$ cat src/rtl/cfg_type0_xlat.sv
module cfg_type0_xlat #(
  parameter int BUS_W = 8
) (
  input  logic             clk,
  input  logic             rst_n,
  input  logic             req_valid,
  input  logic             req_write,
  input  logic [1:0]       req_size,
  input  logic [15:0]      req_addr,
  input  logic [31:0]      map_reg,
  input  logic [BUS_W-1:0] bus_num,
  output logic             res_valid,
  output logic             res_fwd,
  output logic             res_unsup,
  output logic             res_err,
  output logic [31:0]      res_addr,
  output logic [31:0]      res_fill,
  output logic             res_clr_abort
);
  localparam int SEL_LSB = 11;
  localparam int SEL_W   = 32 - SEL_LSB;

  logic [31:0]      work;
  logic [SEL_W-1:0] sel;
  logic [4:0]       dev;
  logic             unsup, empty, fwd;
  logic [31:0]      addr_c, fill_c;

  assign work  = {map_reg[15:0], req_addr};
  assign sel   = work[31:SEL_LSB];
  assign unsup = map_reg[16];
  assign empty = (sel == '0);
  assign fwd   = !unsup && !empty;

  always_comb begin
    dev = '0;
    for (int i = SEL_W - 1; i >= 0; i--)
      if (sel[i]) dev = 5'(i);
  end

  assign addr_c = {1'b1, 7'd0, 8'(bus_num), dev, work[10:8], work[7:2], 2'b00};

  always_comb begin
    case (req_size)
      2'd0:    fill_c = 32'h0000_00FF;
      2'd1:    fill_c = 32'h0000_FFFF;
      default: fill_c = 32'hFFFF_FFFF;
    endcase
  end

  always_ff @(posedge clk) begin
    if (!rst_n) begin
      res_valid     <= 1'b0;
      res_fwd       <= 1'b0;
      res_unsup     <= 1'b0;
      res_err       <= 1'b0;
      res_addr      <= '0;
      res_fill      <= '0;
      res_clr_abort <= 1'b0;
    end else begin
      res_valid     <= req_valid;
      res_fwd       <= req_valid && fwd;
      res_unsup     <= req_valid && unsup;
      res_err       <= req_valid && !unsup && empty;
      res_addr      <= (req_valid && fwd) ? addr_c : '0;
      res_fill      <= (req_valid && unsup && !req_write) ? fill_c : '0;
      res_clr_abort <= req_valid && fwd;
    end
  end
endmodule

$ cat config.mk
export PLATFORM = sky130hd
export DESIGN_NAME = cfg_type0_xlat
export DESIGN_NICKNAME = d
export VERILOG_FILES = /design/src/rtl/cfg_type0_xlat.sv
export SDC_FILE = /design/constraint.sdc
export NUM_CORES = 1
export LEC_CHECK = 0
export BUFFER_PORTS_ARGS = -buffer_cell sky130_fd_sc_hd__buf_4
export CAP_MARGIN = 40
export CORE_ASPECT_RATIO = 0.7
export CORE_MARGIN = 4
export CORE_UTILIZATION = 36
export DETAILED_ROUTE_END_ITERATION = 8
export PLACE_DENSITY = 0.79
export SLEW_MARGIN = 20
export SYNTH_ARGS = -nofsm -noshare
export SYNTH_HDL_FRONTEND = slang
export SYNTH_SLANG_ARGS = --single-unit
$ cat constraint.sdc
create_clock -name clk -period 1.7 [get_ports clk]
set_clock_uncertainty 0.2 [all_clocks]
set_input_delay 0.34 -clock clk [delete_from_list [all_inputs] [get_ports clk]]
set_output_delay 0.34 -clock clk [all_outputs]
set_load 0.005 [all_outputs]
==> flow_summary_export.csv <==
group,metric,value,unit
pwr,switching_power,310,uW
sta,fin_crit_sh,94.6,%
final_layout,layout-drive-gt1-share,61.8,%
place,dpl.cell_count,283,
hold_path,holdCritPathClass,"in2reg",
floorplan,row_count,18,
clock_tree,cts_hold_buf,0,
final_layout,area.growth.synth_to_final,59.4,%
detailed_routing,dr.pass1.iters,2,
pwr,power_density,684,nW/um2
final_layout,n_fill_cell,328,
run,maxCapViolCount,0,
detailed_routing,wl,3130,um
floorplan,initial_core_util,37.9,%
detailed_routing,vias_per_cell,4.08,
global_route,grtUsageTotal,12.0,%
pwr,swShare,21.0,%
place,place.gp.congestion,0.790,
place,dp_hpwl,2680,um
pwr,finalPower,1.48,mW
clock_tree,cts_tree,"done",
setup_path,crit_type,"reg2out",
yosys,ys_ff_latch,29,
setup_path,critPathSlowestCell,"dfxtp_1",
pwr,ir_worst_vdd,0.298,mV
floorplan,die_h,59.4,um
detailed_routing,ant_nets,0,
floorplan,die_area,4830,um2
place,dpl_worst_slack,-0.272,ns
global_route,grt_pass1_wl,4440,um
pwr,pwr-share-comb,15.6,%
final_layout,diodes,0,
final_layout,nNetsFinal,303,
sta,max_freq,622,MHz
sta,tns,0,ns
clock_tree,clkSlewWorstSetupHoldPaths,0.05,ns
clock_tree,cts_resized,0,
final_layout,final_cell_mix,"buf_4, dfxtp_1, nor2_1, and2_1",
setup_path,cp-start-kind,"register",
sta,min_period,1.61,ns
setup_path,cp-endpoint,"res_fill[18]",
setup_path,crit_cells,1,
sta,rsz0062_at_grt,"false",
final_layout,final_common_cell,"buf_4",
clock_tree,cts.sinks,29,
clock_tree,htreeDepth,2,
final_layout,ff_latch_area,581,um2
detailed_routing,drc,0,
clock_tree,ctsLongestPathBuffers,2,
detailed_routing,drt_iter0_markers,16,
setup_path,max_stage_delay,0.60,ns
pwr,pwr-share-seq,47.6,%
floorplan,coreArea,3580,um2
global_route,antenna_found_initial,0,
setup_path,crit_arrival,1.07,ns
sta,layout_setup_ws,0.0917,ns
global_route,grt_pass1_vias,1072,
place,portBuffers,104,
yosys,netlist_area,1360,um2
final_layout,fin_area,2160,um2
sta,setup_violations,0,
setup_path,critPathCaptureType,"output pin",
yosys,ys_types,24,
final_layout,fin_cells,291,
pwr,p_int,1.17,mW
sta,finalHoldViolations,0,
global_route,overflow,0,
pwr,p_leak,1.11,nW
setup_path,crit_path_start,"res_fill[30]$_SDFF_PN0_",
setup_path,cp.buffers_inverters,1,
detailed_routing,wire_per_inst,10.8,um
setup_path,worstPathMaxFanout,16,
pwr,power.clock.fraction,36.8,%
final_layout,multi_input_area,477,um2
clock_tree,cts_buffers,5,
floorplan,ios,131,
sta,finalMaxSlewViolations,0,
setup_path,crit_path_cell_trace,"buf_4",
status,status,"finished clean",
yosys,avgSynthCellArea,9.56,um2
place,placed_cell_area,2070,um2
clock_tree,cts_root_buf,"clkbuf_8",
setup_path,cp.required,1.16,ns
yosys,ys_seq_area_share,42.8,%
global_route,grt_max_degree,22,
floorplan,die_x,81.4,um
yosys,ys.warnings.count,0,
yosys,synthCells,142,
clock_tree,cts_setup_buffers,0,
detailed_routing,dr_total_vias,1188,
setup_path,crit_family,"flip-flops",
[registers in the layout, indices dropped and copies added, names as in the netlist]
signal     flops
res_err        1
res_fill       3
res_unsup      1
res_addr      23
res_valid      1
[worst min path at each step]
stage / start / endpoint / slack (ns) / cells past startpoint
2_1_floorplan: req_addr[11] / res_addr[11]$_SDFF_PP0_ / 0.21 / 1
4_1_cts: req_write / res_fill[7]$_SDFF_PN0_ / 0.04 / 2
5_1_grt: req_write / res_fill[7]$_SDFF_PN0_ / 0.05 / 2
3_3_place_gp: req_write / res_fill[7]$_SDFF_PN0_ / 0.33 / 2
3_5_place_dp: req_write / res_fill[7]$_SDFF_PN0_ / 0.33 / 2
6_report: req_write / res_fill[7]$_SDFF_PN0_ / 0.05 / 2
[per-stage QoR]
stage | hold slack [ns] | utilization (%)
floorplan | 0.211 | -
global placement | 0.326 | 57.7
detailed placement | 0.329 | 57.7
CTS | 0.0395 | 60.1
global route | 0.0487 | 60.4
finish | 0.0488 | 60.4
[final cells by class]
type                    instances  area share [%]
multi-input cells              77            22.0
repair buffers                126            43.9
flip-flops and latches         29            26.8
inverters                       2           0.347
clock buffers                   7            3.99
well taps                      50            2.89
[power by group through the flow]
stage | combinational, mW | sequential [mW] | clock, mW
after floorplan | 0.0895 | 0.721 | 0
after global placement | 0.226 | 0.718 | 0
final | 0.231 | 0.704 | 0.544
after detailed placement | 0.231 | 0.719 | 0
after global routing | 0.253 | 0.706 | 0.593
after CTS | 0.232 | 0.705 | 0.567
[cell usage after synthesis]
cell       number  share of area [%]
a2111oi_0       1               0.65
a211o_1         1               0.65
a21oi_1         2               0.74
a21oi_2         1               0.65
a31oi_1         2               0.92
and2_1         10                4.6
and2_4          9                5.8
and3_1          3                1.4
buf_4          40                 22
buf_6           2                1.7
conb_1          1               0.28
dfxtp_1        29                 43
inv_1           2               0.55
nand2_1         6                1.7
nand2b_1        2               0.92
nor2_1         11                3.0
nor2_2          2               0.92
nor2b_1         4                1.8
nor3_1          3                1.1
nor4_2          3                2.8
nor4b_2         2                2.2
o21a_1          1               0.55
o21ai_0         3                1.1
o31ai_1         2                1.1
[per-layer routing]
metal / vias up / track usage, % / wire length, um
met1: 507 / 13.0 / 1070
met4: 0 / 5.78 / 24
li1: 607 / - / -
met2: 72 / 20.9 / 1540
met3: 2 / 4.41 / 504
met5: - / 0 / 0
[logic make-up after synthesis]
family	share of synthesized area, %
buf+inv	24.3
simple gates	26.3
other cells	0.276
compound gates	6.36
flops	42.8
Power figures use the tool's default switching activity.
